--- src/rtl/flash_win_pkg.sv ---
package flash_win_pkg;

  typedef enum logic [1:0] {
    ST_IDLE = 2'd0,
    ST_XFER = 2'd1,
    ST_RESP = 2'd2
  } win_state_t;

  // Index of the allocation unit that contains a byte offset.
  function automatic logic [31:0] unit_of(input logic [31:0] byte_off, input int unit_aw);
    return byte_off >> unit_aw;
  endfunction

  // True when the unit holding byte_off is below a programmed unit count.
  function automatic logic below_units(input logic [31:0] byte_off,
                                       input logic [31:0] units,
                                       input int unit_aw);
    return unit_of(byte_off, unit_aw) < units;
  endfunction

endpackage

--- src/rtl/win_decode.sv ---
module win_decode
  import flash_win_pkg::*;
#(
  parameter int NUM_CS    = 4,
  parameter int SLICE_AW  = 24,
  parameter int UNIT_AW   = 19,
  parameter int ADDR_BITS = 24,
  localparam int CS_W     = $clog2(NUM_CS),
  localparam int WIN_AW   = SLICE_AW + CS_W,
  localparam int UNITS_W  = WIN_AW - UNIT_AW + 1
) (
  input  logic [WIN_AW-1:0]    addr,
  input  logic [UNITS_W-1:0]   total_units,
  input  logic [UNITS_W-1:0]   dev_units,
  output logic [CS_W-1:0]      cs_idx,
  output logic [ADDR_BITS-1:0] faddr,
  output logic                 in_range
);

  logic [SLICE_AW-1:0] slice_off;
  logic                total_ok;
  logic                dev_ok;

  assign cs_idx    = addr[WIN_AW-1 -: CS_W];
  assign slice_off = addr[SLICE_AW-1:0];
  assign faddr     = ADDR_BITS'(slice_off);

  assign total_ok  = below_units(32'(addr), 32'(total_units), UNIT_AW);
  assign dev_ok    = below_units(32'(slice_off), 32'(dev_units), UNIT_AW);
  assign in_range  = total_ok && dev_ok;

endmodule

--- src/rtl/spi_read_seq.sv ---
module spi_read_seq #(
  parameter int         ADDR_BITS = 24,
  parameter int         WORD_BITS = 32,
  parameter logic [7:0] RD_OPCODE = 8'h03,
  localparam int OUT_BITS   = 8 + ADDR_BITS,
  localparam int TOTAL_BITS = OUT_BITS + WORD_BITS,
  localparam int CNT_W      = $clog2(TOTAL_BITS)
) (
  input  logic                 clk,
  input  logic                 rst_n,
  input  logic                 start,
  input  logic [ADDR_BITS-1:0] faddr,
  input  logic                 miso,
  output logic                 gate,
  output logic                 mosi,
  output logic                 last_bit,
  output logic [WORD_BITS-1:0] rx_word
);

  localparam int NBYTES = WORD_BITS / 8;

  logic                 busy;
  logic [CNT_W-1:0]     bit_cnt;
  logic [OUT_BITS-1:0]  tx_sr;
  logic [WORD_BITS-1:0] rx_sr;
  logic                 in_data;

  assign in_data  = (bit_cnt >= CNT_W'(OUT_BITS));
  assign last_bit = busy && (bit_cnt == CNT_W'(TOTAL_BITS - 1));
  assign gate     = busy;
  assign mosi     = busy && !in_data && tx_sr[OUT_BITS-1];

  always_ff @(posedge clk or negedge rst_n) begin
    if (!rst_n) begin
      busy    <= 1'b0;
      bit_cnt <= '0;
      tx_sr   <= '0;
      rx_sr   <= '0;
    end else if (start) begin
      busy    <= 1'b1;
      bit_cnt <= '0;
      tx_sr   <= {RD_OPCODE, faddr};
    end else if (busy) begin
      bit_cnt <= bit_cnt + 1'b1;
      tx_sr   <= {tx_sr[OUT_BITS-2:0], 1'b0};
      if (in_data) rx_sr <= {rx_sr[WORD_BITS-2:0], miso};
      if (last_bit) busy <= 1'b0;
    end
  end

  // First byte shifted in ends up in the top of rx_sr; place it lowest.
  for (genvar b = 0; b < NBYTES; b++) begin : g_swap
    assign rx_word[8*b +: 8] = rx_sr[WORD_BITS-8-8*b +: 8];
  end

endmodule

--- src/rtl/cs_select.sv ---
module cs_select #(
  parameter int NUM_CS = 4,
  localparam int CS_W  = $clog2(NUM_CS)
) (
  input  logic              clk,
  input  logic              rst_n,
  input  logic              load,
  input  logic              drop,
  input  logic [CS_W-1:0]   idx,
  output logic [NUM_CS-1:0] cs_n
);

  for (genvar g = 0; g < NUM_CS; g++) begin : g_line
    always_ff @(posedge clk or negedge rst_n) begin
      if (!rst_n)    cs_n[g] <= 1'b1;
      else if (load) cs_n[g] <= (idx != CS_W'(g));
      else if (drop) cs_n[g] <= 1'b1;
    end
  end

endmodule

--- src/rtl/flash_rd_window.sv ---
module flash_rd_window
  import flash_win_pkg::*;
#(
  parameter int NUM_CS   = 4,
  parameter int SLICE_AW = 24,
  parameter int UNIT_AW  = 19,
  localparam int CS_W    = $clog2(NUM_CS),
  localparam int WIN_AW  = SLICE_AW + CS_W,
  localparam int UNITS_W = WIN_AW - UNIT_AW + 1
) (
  input  logic               clk,
  input  logic               rst_n,
  input  logic               host_hold,
  input  logic [UNITS_W-1:0] cfg_total_units,
  input  logic [UNITS_W-1:0] cfg_dev_units,
  input  logic               req_valid,
  input  logic [WIN_AW-1:0]  req_addr,
  output logic               hwait,
  output logic               rsp_valid,
  output logic [31:0]        rsp_data,
  output logic [NUM_CS-1:0]  spi_cs_n,
  output logic               spi_sck_gate,
  output logic               spi_mosi,
  input  logic               spi_miso
);

  localparam int ADDR_BITS = 24;
  localparam int WORD_BITS = 32;

  win_state_t           state;
  logic [CS_W-1:0]      dec_cs;
  logic [ADDR_BITS-1:0] dec_faddr;
  logic                 dec_in_range;
  logic                 oor_q;
  logic [WORD_BITS-1:0] rx_word;

  // Named events used by the checker.
  logic can_accept;
  logic start_xfer;
  logic oor_accept;
  logic xfer_active;
  logic last_bit;

  win_decode #(
    .NUM_CS(NUM_CS), .SLICE_AW(SLICE_AW), .UNIT_AW(UNIT_AW), .ADDR_BITS(ADDR_BITS)
  ) dec_i (
    .addr(req_addr), .total_units(cfg_total_units), .dev_units(cfg_dev_units),
    .cs_idx(dec_cs), .faddr(dec_faddr), .in_range(dec_in_range)
  );

  assign can_accept  = (state == ST_IDLE) && req_valid && !host_hold;
  assign start_xfer  = can_accept && dec_in_range;
  assign oor_accept  = can_accept && !dec_in_range;
  assign xfer_active = (state == ST_XFER);

  spi_read_seq #(
    .ADDR_BITS(ADDR_BITS), .WORD_BITS(WORD_BITS), .RD_OPCODE(8'h03)
  ) seq_i (
    .clk(clk), .rst_n(rst_n), .start(start_xfer), .faddr(dec_faddr),
    .miso(spi_miso), .gate(spi_sck_gate), .mosi(spi_mosi),
    .last_bit(last_bit), .rx_word(rx_word)
  );

  cs_select #(.NUM_CS(NUM_CS)) sel_i (
    .clk(clk), .rst_n(rst_n), .load(start_xfer), .drop(last_bit),
    .idx(dec_cs), .cs_n(spi_cs_n)
  );

  always_ff @(posedge clk or negedge rst_n) begin
    if (!rst_n) begin
      state <= ST_IDLE;
      oor_q <= 1'b0;
    end else begin
      unique case (state)
        ST_IDLE: begin
          if (start_xfer) begin
            state <= ST_XFER;
            oor_q <= 1'b0;
          end else if (oor_accept) begin
            state <= ST_RESP;
            oor_q <= 1'b1;
          end
        end
        ST_XFER: if (last_bit) state <= ST_RESP;
        ST_RESP: state <= ST_IDLE;
        default: state <= ST_IDLE;
      endcase
    end
  end

  assign rsp_valid = (state == ST_RESP);
  assign hwait     = req_valid && !rsp_valid;
  assign rsp_data  = !rsp_valid ? '0 : (oor_q ? '1 : rx_word);

endmodule

--- config.mk ---
export PLATFORM = sky130hd
export DESIGN_NAME = flash_rd_window
export DESIGN_NICKNAME = d
export VERILOG_FILES = /design/src/rtl/flash_win_pkg.sv /design/src/rtl/win_decode.sv /design/src/rtl/spi_read_seq.sv /design/src/rtl/cs_select.sv /design/src/rtl/flash_rd_window.sv
export SDC_FILE = /design/constraint.sdc
export NUM_CORES = 1
export LEC_CHECK = 0
export CAP_MARGIN = 20
export CORE_MARGIN = 4
export CORE_UTILIZATION = 45
export CTS_CLUSTER_DIAMETER = 120
export DETAILED_ROUTE_END_ITERATION = 10
export PLACE_DENSITY_LB_ADDON = 0.15
export SYNTH_ARGS = -nofsm -noshare
export SYNTH_HDL_FRONTEND = slang
export SYNTH_SLANG_ARGS = --single-unit
--- constraint.sdc ---
create_clock -name clk -period 2.5 [get_ports clk]
set_input_delay 0.5 -clock clk [delete_from_list [all_inputs] [get_ports clk]]
set_output_delay 0.5 -clock clk [all_outputs]
set_load 0.005 [all_outputs]
Word-level counts from Yosys, hierarchy flattened --
Index checks and enable logic that the tools add are counted.
Word-level totals: word-level logic and storage cells 64, flip-flop bits (word level) 78, bits of input ports 47, output and inout port bits 40
Cells by class: bitwise gates (word level) 1, $add $sub $neg 1, order comparisons 3, reduce and logical (&&, ||, !) cells 21, equality and inequality tests 8, mux-type cells 20
Operators by type and width (count):
- $mux 32 | 4
- $mux 6 | 2
- $mux 1 | 10
- $logic_and 1x1->1 | 9
- $lt 5x8->1 | 1
- $lt 7x8->1 | 1
- $reduce_bool 2->1 | 4
- $add 6x1->6 const B | 1
- $eq 6x6->1 const B | 1
- $ge 6x6->1 const B | 1
- $mux 2 | 3
- $logic_not 1->1 | 4
- $ne 2x1->1 const B | 2
- $ne 2x2->1 const B | 2
- $pmux 2 s2 | 1
- $reduce_and 2->1 | 2
- $ne 3x2->1 const B | 1
- $reduce_and 3->1 | 1
- $eq 2x1->1 const B | 1
- $eq 2x2->1 const B | 1
- $logic_not 2->1 | 1
- $not 1->1 | 1

Depth between registers and ports, before layout --
Gate-level depths: netlist (run 1).
depth in word-level cells 7, gate-level depth with buffers 10

Modules after synthesis --
A second synthesis (run 1) with hierarchy kept.
Second synthesis, totals: cell total of the unflattened synthesis 400, area, all modules 4175.3 sq um
By module, submodules not included:
- spi_read_seq | cells each 235, instances 1, seq. area each 1776.7 sq um, area an instance 3101.7 sq um
- win_decode | cells each 62, instances 1, seq. area each 0.0 sq um, area an instance 462.9 sq um
- flash_rd_window | cells each 88, instances 1, seq. area each 75.1 sq um, area an instance 440.4 sq um
- cs_select | cells each 15, instances 1, seq. area each 105.1 sq um, area an instance 170.2 sq um

Least setup slack after synthesis (run 1) --
Ideal clock, no wire load.
path kind input to register, from input cfg_dev_units[1], to register seq_i.tx_sr[0], data arrival time 2.111 ns, setup time 0.127 ns, data required time 2.373 ns, stages on the path 8, slack 0.262 ns, cell sequence inv_1 ha_1 a2111o_1 a31oi_4 o41a_1 buf_4 buf_6 mux2_1
Between the ends: cells in the longest elaborated chain, start to end 4
Ends and longest elaborated chain:
- start, declared | RTL line flash_rd_window.sv:15 | input logic [UNITS_W-1:0] cfg_dev_units,
- $lt 5x8->1 (*) | RTL line flash_win_pkg.sv:18 | return unit_of(byte_off, unit_aw) < units;
- $logic_and 1x1->1 (*) | RTL line win_decode.sv:30 | assign in_range = total_ok && dev_ok;
- $logic_and 1x1->1 (*) | RTL line flash_rd_window.sv:52 | assign start_xfer = can_accept && dec_in_range;
- $mux 32 / $reduce_bool 2->1 (equally long branches)
- end signal, assigned | RTL line spi_read_seq.sv:42 | tx_sr <= {RD_OPCODE, faddr};
- end signal, assigned | RTL line spi_read_seq.sv:45 | tx_sr <= {tx_sr[OUT_BITS-2:0], 1'b0};
- end, declared | RTL line spi_read_seq.sv:24 | logic [OUT_BITS-1:0] tx_sr;
Every way passes the cells marked *; elsewhere a longest branch is shown, timed or not. A chain may end at the register's enable or synchronous reset.

Final worst setup path (run 1) --
from input req_addr[22], to register state[0]
Between the ends: cells in the longest elaborated chain, start to end 6
Ends and longest elaborated chain:
- start, declared | RTL line flash_rd_window.sv:17 | input logic [WIN_AW-1:0] req_addr,
- $lt 7x8->1 / $lt 5x8->1 (equally long branches) | RTL line flash_win_pkg.sv:18
- $logic_and 1x1->1 (*) | RTL line win_decode.sv:30
- $logic_not 1->1 | RTL line flash_rd_window.sv:53 | assign oor_accept = can_accept && !dec_in_range;
- $logic_and 1x1->1 | RTL line flash_rd_window.sv:53
- $ne 3x2->1 (no source line)
- $reduce_and 2->1 (no source line)
- end signal, assigned | RTL line flash_rd_window.sv:71 | state <= ST_IDLE;
- end signal, assigned | RTL line flash_rd_window.sv:77 | state <= ST_XFER;
- end signal, assigned | RTL line flash_rd_window.sv:80 | state <= ST_RESP;
- end, declared | RTL line flash_rd_window.sv:30 | win_state_t state;
Marks and branches as above.

==> results of run 1 <==
[logic make-up after synthesis]
logic type,after synthesis,synth area share
XOR/XNOR,5,0.01060
flip-flops,78,0.4738
AO/OA/AOI/OAI,77,0.1145
buffers and inverters,50,0.05634
adder cells (fa/ha/maj),12,0.03635
AND/OR/NAND/NOR,150,0.1536
multiplexers,58,0.1548
[sequential cells by signal, summed over array words and instances (netlist names)]
| signal | cells |
|---|---|
| sel_i.cs_n | 4 |
| seq_i.bit_cnt | 6 |
| seq_i.gate | 1 |
| oor_q | 1 |
| seq_i.rx_sr | 32 |
| state | 2 |
| seq_i.tx_sr | 32 |
[power breakdown]
group / switching [mW] / total [mW] / internal, mW / leakage (nW)
Clock: 0.493 / 1.16 / 0.669 / 0.124
Sequential: 0.320 / 2.08 / 1.76 / 0.988
Combinational: 0.858 / 1.86 / 1.01 / 1.31
[cells in the mapped netlist, types with 5 or more instances]
master,count
sky130_fd_sc_hd__clkbuf_1,24
sky130_fd_sc_hd__dfrtp_1,74
sky130_fd_sc_hd__ha_1,12
sky130_fd_sc_hd__inv_1,15
sky130_fd_sc_hd__mux2_1,24
sky130_fd_sc_hd__mux2_2,23
sky130_fd_sc_hd__mux2i_1,11
sky130_fd_sc_hd__nand2_1,38
sky130_fd_sc_hd__nand2b_1,7
sky130_fd_sc_hd__nor2_1,88
sky130_fd_sc_hd__nor2b_1,5
sky130_fd_sc_hd__o21ai_0,35
sky130_fd_sc_hd__o22ai_1,32
[layout make-up]
type	instances	area, um^2	share of cell area
Sequential cell	78	1958	0.3585
Multi-Input combinational cell	302	1951	0.3572
Timing Repair Buffer	112	1116	0.2044
Tap cell	108	135.1	0.02474
Clock buffer	9	123.9	0.02268
Clock inverter	7	121.4	0.02222
Inverter	15	56.30	0.01031
[cells in the final DEF (no fill, tap or decap), drive strengths merged]
| master | n |
|---|---|
| o41a | 1 |
| buf | 27 |
| or4 | 1 |
| nor4b | 1 |
| o22ai | 32 |
| xor2 | 2 |
| dfrtp | 74 |
| a211o | 2 |
| nand4 | 3 |
| inv | 16 |
| clkbuf | 9 |
| bufinv | 3 |
| clkinv | 3 |
| o221ai | 1 |
| nor2b | 5 |
| a2111o | 2 |
| ha | 12 |
| dfstp | 4 |
| nor3b | 2 |
| o21ai | 35 |
| clkdlybuf4s50 | 85 |
| mux2 | 47 |
| and2 | 3 |
| mux2i | 11 |
| nor2 | 88 |
| a31oi | 2 |
| nor3 | 1 |
| nand2b | 7 |
| xnor2 | 3 |
| nand2 | 38 |
| or2 | 1 |
| a21oi | 2 |
[routing by layer]
layer | part of all wire | routed length, um | GRT usage
met5 | 0 | 0 | 0
met1 | 0.46 | 4246 | 0.2461
met4 | 0.013 | 116 | 0.05983
met3 | 0.060 | 551 | 0.04229
met2 | 0.46 | 4245 | 0.2804
[metrics by stage]
step             util  area (um^2)
6_report       0.6202         5461
3_5_place_dp   0.5916         5210
3_3_place_gp   0.5916         5210
5_1_grt        0.6202         5461
2_1_floorplan       -         4130
4_1_cts        0.6195         5455
[timing repair]
action / 4_1_cts / 5_1_grt
endpoints found under the hold margin: 0 / 0
gates resized for setup: 0 / 1
setup endpoints to repair: 0 / 5
[worst paths after layout]
| check | startpoint | to | slack [ps] | depth (start not counted) |
|---|---|---|---|---|
| max | req_addr[22] | state[0] | 70 | 9 |
| min | rst_n | seq_i.rx_sr[19] | 120 | 1 |
| max reg2reg | state[0] | seq_i.tx_sr[4] | 480 | 7 |
| min reg2reg | seq_i.tx_sr[24] | seq_i.tx_sr[25] | 490 | 1 |
| max in group asynchronous | rst_n | seq_i.tx_sr[13] | 1760 | 2 |
| min in group clk | seq_i.tx_sr[24] | seq_i.tx_sr[25] | 490 | 1 |
[worst register-to-register path, stage by stage (launching register included)]
cell and delay, ps:
sky130_fd_sc_hd__dfrtp_1 420, sky130_fd_sc_hd__nor4b_2 270, sky130_fd_sc_hd__buf_4 170, sky130_fd_sc_hd__o221ai_1 130, sky130_fd_sc_hd__a31oi_2 180, sky130_fd_sc_hd__o41a_2 230
sky130_fd_sc_hd__buf_12 170, sky130_fd_sc_hd__mux2_1 340
==> results by stage, run 1 <==
Outcome:
- The flow ran to the end, and the final reports show no timing, DRC or antenna violations.

Setup path:
- The number of buffers and inverters on the critical path is 3.
- For this run, the slowest stage of the critical path takes 480 ps.
- The peak fanout along the critical path is 15.
- The cell with the largest stage delay on the worst path is sky130_fd_sc_hd__clkdlybuf4s50_1.
- The endpoint required time on the critical path is approximately 2700 ps.
- The kind of capture point of the worst setup path is a flop.
- The critical path goes through clkdlybuf4s50_1 > ha_1 > o21ai_0 > nand2b_1 > a31oi_4 > o41a_2 > buf_12 > buf_4 > or2_2.
- The critical setup path kind is in2reg.
- Among cell families on the critical path, the largest total delay comes from buffers and inverters.
- STA classifies the critical path startpoint as an input pin.
- The signal arrival time at the worst endpoint is between 2000 and 3000 ps.

Logic synthesis:
- The mapped cell area is 4130 um^2.
- In the post-synthesis netlist, the biggest area contributors are sky130_fd_sc_hd__dfrtp_1 (45%), sky130_fd_sc_hd__nor2_1 (8.0%), sky130_fd_sc_hd__mux2_1 (6.5%), sky130_fd_sc_hd__mux2_2 (6.3%), sky130_fd_sc_hd__o22ai_1 (4.8%).
- Yosys mapped a number of flops with a built-in enable equal to 0.
- The most area-hungry cell type in the Yosys netlist is sky130_fd_sc_hd__dfrtp_1.
- The dominant synthesized flop cell is sky130_fd_sc_hd__dfrtp_1.
- The total nets after synthesis is just under 500.
- The gate count after technology mapping is 430.
- A synthesized cell averages slightly below 10 um^2.
- After synthesis the netlist holds a flip-flop and latch count of slightly below 80.
- The count of synthesis-stage warnings from yosys is 0.
- The share of the Yosys chip area taken by registers is 0.4738.
- The number of distinct library cell variants in the gate-level netlist after synthesis is 34.
- Counting flops with an async set or reset pin after synthesis yields a share of 1.000.
- The fraction of synthesized cell area taken by the top area cell type is 0.4483.

Timing:
- Across the routed clock network, the largest skew measured is around 9.9 ps.
- The number of pins exceeding their max-slew limit in the final report is 0.
- The final setup slack of the worst path is 70.01 ps.
- Setup repair after global routing left no endpoint under its margin.
- The setup-violating endpoint count in the final report is 0.
- The final number of hold-violating endpoints came to 0.
- The post-layout minimum cycle time is about 2400 ps.
- At the pin with the least slew margin, the transition time is approximately 560 ps.
- In the final timing run, aggregate negative setup slack is 0 ps.
- The tightest slew margin relative to the limit is 0.6284.
- The post-route clock period utilization is 0.9720.
- Derived from the worst setup path, the maximum achievable clock frequency is approximately 410 MHz.
- On the final layout, the worst hold slack is 120.2 ps.

Routing:
- The DRC violation count after routing is 0.
- In the routed layout, each cell is associated on average with a via count of between 5 and 6.
- The pre-antenna-repair detailed-routing pass consisted of 4 iterations.
- The wire length per cell after detailed routing is roughly 15 um.
- The detail route stage leaves a number of antenna-violating nets equal to 0.
- The number of violations reported at the end of detailed-routing iteration 0 is 129.
- Summed over all layers, the routed wires come to 9.160 mm.
- Detailed routing inserted a total of approximately 3,300 vias.

Hold path:
- The type of the tightest min-delay check is in2async.

Final layout:
- The number of antenna diodes is 0.
- The count of cells in the finished layout, fillers not included, comes to between 600 and 700.
- The growth of design area from synthesis to finish is 32.23%.
- The number of filler cells placed in the layout is between 700 and 800.
- Of the cells placed in the final design, the portion with a size suffix greater than 1 is 0.1472.
- The number of nets at the end of the flow is around 580.

Power:
- The leakage power summed over all cells is ~2.4 nW.
- After layout, the design draws a total of between 5 and 6 mW.
- The total power density per cell area is just over 900 nW/um^2.
- IR analysis of the VDD net gives a maximum drop of between 0.3 and 0.4 mV.

GRT:
- The first-pass GRT wire length is 16.30 mm.
- The global routing usage summed across all routing layers is 0.1794.
- Summed over all layers, the global routing overflow is 0.
- The via count of the first global-routing pass is roughly 3,400.
- The pin count of the biggest net entering global routing is 45.
- The initial antenna violation count is 0.

Placed design:
- In this run the tool buffered the top-level ports with 86 buffer cells.
- The weighted congestion reported at the end of routability-driven placement is around 0.79.
- Timing analysis after detailed placement gives a worst setup slack of -283.2 ps.
- The number of placed instances, taps included, is 615.
- The placed wire-length estimate is roughly 6.4 mm.

Die:
- The die is approximately 100 um tall.
- After floorplanning, the core was divided into 34 placement rows.
- The number of placed I/O pins is just under 90.
- For this configuration, the core starts out at a cell density of 0.4690.
- The floorplan step defined a die boundary enclosing between 10,000 and 15,000 um^2.
- The die is 103.8 um wide.
- The region available for standard cell placement spans between 8000 and 9000 um^2.

Clock tree:
- The clock reaches the later pin of the worst-skew pair after 350 ps.
- For this design, the sink count on the clock tree is 78.
- The clock root buffer is sky130_fd_sc_hd__clkbuf_8.
- The CTS tree is done.
- The clock-pin transition on the worst setup and hold timing paths is ~90 ps.
- The level count of the clock H-tree is 3.
- The deepest clock path buffer count is 2.
- The number of hold buffers added after CTS is 0.
- The total CTS buffers is 9.
- The number of post-CTS setup repair buffers is 0.

Job:
- The number of maximum-capacitance constraint violations is 0.
No activity file was read; power rests on OpenSTA's default activity.
==> run 2: changes to the inputs <==
Settings changed: PLACE_DENSITY set to 0.78, PLACE_DENSITY_LB_ADDON 0.15 to unset.
==> results by stage, run 2 (same netlist as run 1, synthesis figures left out) <==
Setup path:
- The endpoint required time on the critical path was 2730 ps (about the same).
- STA classifies the critical path endpoint as a flop.
- STA classifies the critical path startpoint as an input pin.
- The largest incremental delay on the critical path is 530 ps (+50 ps).
- The peak fanout along the critical path is 13 (-2).
- The cell with the largest stage delay on the worst path is sky130_fd_sc_hd__clkdlybuf4s50_1.
- The critical setup path kind is in2reg.
- The number of buffers and inverters on the critical path is 2 (-1).
- The minimum setup slack among reg-to-reg paths is 360 ps (-120 ps).
- The endpoint of the worst-slack reg-to-reg timing path is seq_i.tx_sr[10].
- The critical path goes through clkdlybuf4s50_1 > ha_1 > a2111o_1 > a31oi_2 > o41a_4 > clkbuf_16 > mux2_1.
- The gate family responsible for the most delay along the worst path is compound AO/OA/AOI/OAI gates.
- The signal arrival time at the worst endpoint is 2650 ps (about the same).
- The number of cells on the worst reg-to-reg path is 6 (-1).
- In this run the critical register-to-register path is launched from state[0].

Clock tree:
- The number of post-CTS setup repair buffers is 0 (unchanged).
- The clock-pin transition on the worst setup and hold timing paths is 90 ps (about the same).
- The CTS tree is done.
- The deepest clock path buffer count is 2 (unchanged).
- The number of hold buffers added after CTS was 0 (unchanged).
- The total CTS buffers is 9 (unchanged).
- The insertion delay of the later-clocked pin in the worst-skew pair is 350 ps (about the same).
- The clock root buffer is sky130_fd_sc_hd__clkbuf_8.
- The count of cells resized by post-cts repair is 0 (unchanged).
- The level count of the clock H-tree came to 3 (unchanged).
- The number of clock sinks was 78 (unchanged).

GRT:
- The global routing usage summed across all routing layers is 0.1713 (-0.008134).
- The via count of the first global-routing pass came to 3,357 (-1.3%).
- The initial antenna violation count is 0 (unchanged).
- The total grt overflow was 0 (unchanged).
- The first-pass GRT wire length is 15.63 mm (-4.1%).
- The pin count of the biggest net entering global routing is 42 (-6.7%).

Power:
- The peak supply drop is 0.4531 mV (+22%).
- The overall power of the completed layout came to 4.851 mW (-5.0%).
- The total power density per cell area is 891.9 nW/um^2 (-4.6%).
- The leakage power summed over all cells is 2.403 nW (-0.86%).

Die:
- The floorplan die area is 10,780 um^2 (unchanged).
- The initial cell density of the core came to 0.4690 (unchanged).
- The core outline area was 8806 um^2 (unchanged).
- The die width is 103.8 um (unchanged).
- The number of placed I/O pins is 87 (unchanged).
- The chip height was 103.8 um (unchanged).
- The row count is 34 (unchanged).

Routing:
- The remaining antenna violation count after routing was 0 (unchanged).
- The vias per cell is 5.304 (+0.29%).
- The wire length per cell after detailed routing was 14.46 um (-0.37%).
- The aggregate routed wire length came to 9.097 mm (-0.69%).
- The number of violations reported at the end of detailed-routing iteration 0 is 190 (+47%).
- The number of detailed-route iterations in the first pass is 5 (+1).
- The overall via count from detail_route is 3,336 (-0.030%).
- The DRC violation count after routing was 0 (unchanged).

Timing:
- The tightest slew margin relative to the limit was 0.6455 (+0.01719).
- The upper clock frequency limit is 414.4 MHz (+0.71%).
- The setup TNS after final layout is 0 ps (unchanged).
- The setup-violating endpoint count in the final report is 0 (unchanged).
- The final setup slack of the worst path is 87.09 ps (+17.08 ps).
- The final setup skew was 9.966 ps (+0.09681 ps).
- The post-layout minimum cycle time is 2413 ps (-17.08 ps).
- The post-route clock period utilization was 0.9652 (-0.006830).
- The final number of hold-violating endpoints is 0 (unchanged).
- The number of pins exceeding their max-slew limit in the final report is 0 (unchanged).
- The slew at the pin with the worst max-slew slack is 531.7 ps (-25.78 ps).

Final layout:
- Relative to the synthesized area, the layout overhead comes to 31.69%.
- The library cells used most frequently in the layout, excluding fill and tap cells, are sky130_fd_sc_hd__nor2_1 (87), sky130_fd_sc_hd__clkdlybuf4s50_1 (85), sky130_fd_sc_hd__dfrtp_1 (74).
- The number of nets at the end of the flow came to 575 (-0.35%).
- The number of filler cells placed in the layout is 707 (-5.1%).
- The number of antenna diodes is 0 (unchanged).
- The layout cell share with drive strength beyond 1 was 0.1420 (-0.005193).
- In the final layout, the registers with the most flip-flops are seq_i.rx_sr: 32 flops, seq_i.tx_sr: 32 flops, seq_i.bit_cnt: 6 flops.
- The commonest non-fill, non-tap cell in the layout is sky130_fd_sc_hd__nor2_1.

Job:
- The number of maximum-capacitance constraint violations came to 0 (unchanged).

Placed design:
- The number of port buffers is 86 (unchanged).
- The weighted congestion reported at the end of routability-driven placement is 0.8006 (+1.1%).
- The worst setup slack before clock tree synthesis is -310.1 ps (-26.91 ps).
- The placed wire-length estimate is 6.202 mm (-3.0%).

Outcome:
- The run finished with clean final reports.

Hold path:
- The tightest min-delay check is of the in2async type.
run 2: cell types whose count changed in the layout (fill, tap and decap cells not counted):
cell | previous run | this run
sky130_fd_sc_hd__dfrtp_2 | 1 | 0
sky130_fd_sc_hd__buf_12 | 5 | 6
sky130_fd_sc_hd__o41a_4 | 0 | 1
sky130_fd_sc_hd__o41a_2 | 1 | 0
sky130_fd_sc_hd__dfrtp_1 | 73 | 74
sky130_fd_sc_hd__buf_4 | 22 | 17
sky130_fd_sc_hd__inv_6 | 1 | 2
sky130_fd_sc_hd__buf_16 | 0 | 1
sky130_fd_sc_hd__bufinv_16 | 3 | 0
sky130_fd_sc_hd__clkbuf_16 | 0 | 1
sky130_fd_sc_hd__clkinvlp_4 | 0 | 1
sky130_fd_sc_hd__clkinv_4 | 2 | 3
run 2: metal layers:
layer  track usage  vias up  part of all wire
met4       0.05983        0             0.015
li1              -     1633                 -
met3       0.03296       12             0.045
met1        0.2192     1608              0.44
met2        0.2902       83              0.50
met5             0        -                 0
run 2: worst max path at each step:
stage	endpoint	cells past startpoint	start
2_1_floorplan	seq_i.tx_sr[0]	8	cfg_dev_units[1]
3_3_place_gp	seq_i.tx_sr[4]	8	cfg_total_units[1]
3_5_place_dp	seq_i.tx_sr[12]	7	req_addr[20]
4_1_cts	seq_i.tx_sr[4]	7	req_addr[20]
5_1_grt	seq_i.tx_sr[10]	7	req_addr[20]
6_report	seq_i.tx_sr[10]	7	req_addr[20]
run 2: area by class of cell:
type | instances | area [um^2] | share of cell area
clock inverter | 7 | 56.30 | 0.01035
tap | 108 | 135.1 | 0.02484
clock buffer | 9 | 123.9 | 0.02277
sequential | 78 | 1957 | 0.3598
multi-input combinational | 302 | 1959 | 0.3602
timing repair buffer | 110 | 1151 | 0.2116
inverter | 15 | 56.30 | 0.01035
run 2: power by group:
part	switching, mW	total [mW]	internal, mW
Sequential	0.320	2.08	1.76
Combinational	0.863	1.90	1.04
Clock	0.495	0.866	0.371
run 2: worst reg2reg max path, stage by stage, from the launching register on:
cell and delay [ps]:
sky130_fd_sc_hd__dfrtp_1 420, sky130_fd_sc_hd__nor4b_2 420, sky130_fd_sc_hd__o221ai_1 230, sky130_fd_sc_hd__a31oi_2 230
sky130_fd_sc_hd__o41a_4 230, sky130_fd_sc_hd__clkbuf_16 180, sky130_fd_sc_hd__mux2_1 330
run 2: stage by stage:
stage	hold WS [ps]	utilization	cells	area, um^2
final	116.8	0.6176	629	5439
after global placement	458.3	0.5895	611	5191
after global routing	154.7	0.6176	629	5439
after detailed placement	471.1	0.5895	611	5191
after floorplan	204.4	-	430	4130
after CTS	132.9	0.6100	627	5371
==> run 3: changes to the inputs <==
Settings changed: PLACE_DENSITY 0.78 to unset, PLACE_DENSITY_LB_ADDON set to 0.05.
==> results by stage, run 3 (same netlist as run 1, synthesis figures left out) <==
Outcome:
- The flow ran to the end, and the final reports show no timing, DRC or antenna violations.

Timing:
- The final setup skew is 9.586 ps (-0.3805 ps).
- The slew at the pin with the worst max-slew slack is 981.1 ps (+449.4 ps).
- The final number of hold-violating endpoints came to 0 (unchanged).
- The tightest slew margin relative to the limit is 0.3459 (-0.2996).
- The upper clock frequency limit came to 416.2 MHz (+0.43%).
- The post-layout minimum cycle time is 2403 ps (-10.39 ps).
- The final setup slack of the worst path is 97.48 ps (+10.39 ps).
- The setup-violating endpoint count in the final report was 0 (unchanged).
- The post-route clock period utilization is 0.9610 (-0.004156).
- The number of pins exceeding their max-slew limit in the final report is 0 (unchanged).

Placed design:
- The number of port buffers is 86 (unchanged).
- The placed wire-length estimate came to 6.232 mm (+0.49%).
- The weighted congestion reported at the end of routability-driven placement is 0.7525 (-6.0%).
- The worst setup slack before clock tree synthesis is -304.8 ps (+5.313 ps).

Power:
- The share of total power in combinational logic is 0.362 (-0.031).
- The leakage power summed over all cells is 2.431 nW (+1.1%).
- The relative contribution of the clock network to total power came to 0.240 (+0.062).
- The sequential share of power is 0.398 (-0.031).
- The internal portion of total power is 3.545 mW (+12%).
- The switching share of total power is 0.3175 (-0.02842).
- The peak supply drop is 0.4017 mV (-11%).
- The switching power total is 1.649 mW (-1.7%).
- The total power density per cell area is 946.8 nW/um^2 (+6.2%).

Final layout:
- The layout cell share with drive strength beyond 1 is 0.1472 (+0.005193).
- In the final layout, the registers with the most flip-flops are seq_i.rx_sr: 32 flops, seq_i.tx_sr: 32 flops, seq_i.bit_cnt: 6 flops.
- The commonest non-fill, non-tap cell in the layout is sky130_fd_sc_hd__nor2_1.
- The number of antenna diodes is 0 (unchanged).
- The number of nets at the end of the flow is 577 (+0.35%).
- The area growth from synthesis to layout is 32.81%.
- Leaving out fill and tap cells, the most frequent cells in the layout are sky130_fd_sc_hd__nor2_1 (87), sky130_fd_sc_hd__clkdlybuf4s50_1 (85), sky130_fd_sc_hd__dfrtp_1 (73).
- The final core area utilization is 0.6229 (+0.005257).

Setup path:
- The number of buffers and inverters on the critical path is 3 (+1).
- The endpoint required time on the critical path is 2730 ps (about the same).
- By startpoint and endpoint, the worst setup path is classified as in2reg.
- The largest incremental delay on the critical path is 460 ps (-70 ps).
- The worst setup path is launched from an input pin.
- The slowest stage of the critical path belongs to the cell sky130_fd_sc_hd__clkdlybuf4s50_1.
- Walking the worst path, the cells encountered are clkdlybuf4s50_1 > inv_1 > ha_1 > a2111o_1 > a31oi_2 > o41a_4 > buf_12 > mux2_1.
- The gate family responsible for the most delay along the worst path is compound AO/OA/AOI/OAI gates.
- STA classifies the critical path endpoint as a flop.
- The peak fanout along the critical path is 15 (+2).
- The signal arrival time at the worst endpoint is 2630 ps (-20 ps).

GRT:
- The total grt overflow came to 0 (unchanged).
- The initial antenna violation count is 0 (unchanged).
- The via count of the first global-routing pass is 3,323 (-1.0%).
- The global routing usage summed across all routing layers was 0.1747 (+0.003427).
- The first-pass GRT wire length was 15.84 mm (+1.3%).
- The pin count of the biggest net entering global routing is 79 (+88%).

Clock tree:
- TritonCTS built the clock tree.
- The clock-pin transition on the worst setup and hold timing paths is 80 ps (about the same).
- The level count of the clock H-tree was 3 (unchanged).
- The insertion delay of the later-clocked pin in the worst-skew pair is 350 ps (about the same).
- The deepest clock path buffer count came to 2 (unchanged).
- The clock root buffer is sky130_fd_sc_hd__clkbuf_8.
- The number of clock sinks came to 78 (unchanged).
- The number of post-CTS setup repair buffers was 0 (unchanged).
- The total CTS buffers was 9 (unchanged).

Die:
- The floorplan die area was 10,780 um^2 (unchanged).
- The row count came to 34 (unchanged).
- The number of placed I/O pins is 87 (unchanged).
- The die width was 103.8 um (unchanged).
- The chip height is 103.8 um (unchanged).
- The initial cell density of the core is 0.4690 (unchanged).
- The core outline area is 8806 um^2 (unchanged).

Routing:
- The DRC violation count after routing is 0 (unchanged).
- The overall via count from detail_route was 3,334 (-0.060%).
- The wire length per cell after detailed routing came to 14.44 um (-0.16%).
- The number of detailed-route iterations in the first pass was 5 (unchanged).
- The aggregate routed wire length was 9.111 mm (+0.15%).
- The vias per cell is 5.284 (-0.38%).
- The remaining antenna violation count after routing came to 0 (unchanged).
- The number of violations reported at the end of detailed-routing iteration 0 was 142 (-25%).

Job:
- The number of maximum-capacitance constraint violations is 0 (unchanged).

Hold path:
- The worst hold path belongs to the class in2async.
==> run 3: routing by layer <==
layer / routed length [um] / GRT usage / vias to the layer above / part of all wire
li1: - / - / 1630 / -
met1: 4327 / 0.2369 / 1612 / 0.47
met5: 0 / 0 / - / 0
met2: 4164 / 0.2721 / 79 / 0.46
met3: 482 / 0.04353 / 13 / 0.053
met4: 137 / 0.06268 / 0 / 0.015
==> run 3: final cells by class <==
cell class	count	area [um^2]
clock buffers	9	123.9
clock inverters	7	145.1
fillers	777	3321
inverters	15	56.30
multi-input cells	302	1959
flip-flops and latches	78	1958
well taps	108	135.1
repair buffers	112	1107
==> run 3: power groups by stage <==
stage	clock network [mW]	registers [mW]	logic [mW]
floorplan	0	2.00	1.29
global placement	0	2.07	1.85
detailed placement	0	2.09	1.89
CTS	1.28	2.07	1.90
global route	1.34	2.14	2.12
finish	1.25	2.07	1.88
==> run 3: final timing paths <==
kind                                    startpoint              end  slack (ps)  depth (start not counted)
worst max-delay path            cfg_total_units[1]   seq_i.tx_sr[1]         100                          8
worst min-delay path                         rst_n   seq_i.tx_sr[5]         290                          1
worst max register to register            state[0]   seq_i.tx_sr[1]         420                          7
worst min register to register     seq_i.tx_sr[24]  seq_i.tx_sr[25]         480                          1
max in group asynchronous                    rst_n       seq_i.gate        1530                          1
min in group clk                   seq_i.tx_sr[24]  seq_i.tx_sr[25]         480                          1
==> run 3: worst register-to-register path: stages (launching register included) <==
cell and delay (ps):
sky130_fd_sc_hd__dfrtp_1 430, sky130_fd_sc_hd__nor4b_2 310, sky130_fd_sc_hd__buf_4 170, sky130_fd_sc_hd__o221ai_1 130
sky130_fd_sc_hd__a31oi_2 210, sky130_fd_sc_hd__o41a_4 230, sky130_fd_sc_hd__buf_12 160, sky130_fd_sc_hd__mux2_1 330
==> run 3: repair_timing <==
action | CTS | global route
resized for setup | 0 | 3
setup endpoints to repair | 0 | 30
hold endpoints to repair | 0 | 0
hold buffers | 0 | 0
==> run 3: per-stage QoR <==
stage	power [mW]	hold slack, ps	cells	area [um^2]	TNS (ps)
4_1_cts	5.249	334.3	631	5466	0
6_report	5.194	289.5	631	5485	0
5_1_grt	5.594	374.1	631	5485	-22.56
2_1_floorplan	3.286	204.4	430	4130	0
3_5_place_dp	3.982	469.7	615	5197	-17440
3_3_place_gp	3.920	460.9	615	5197	-13330
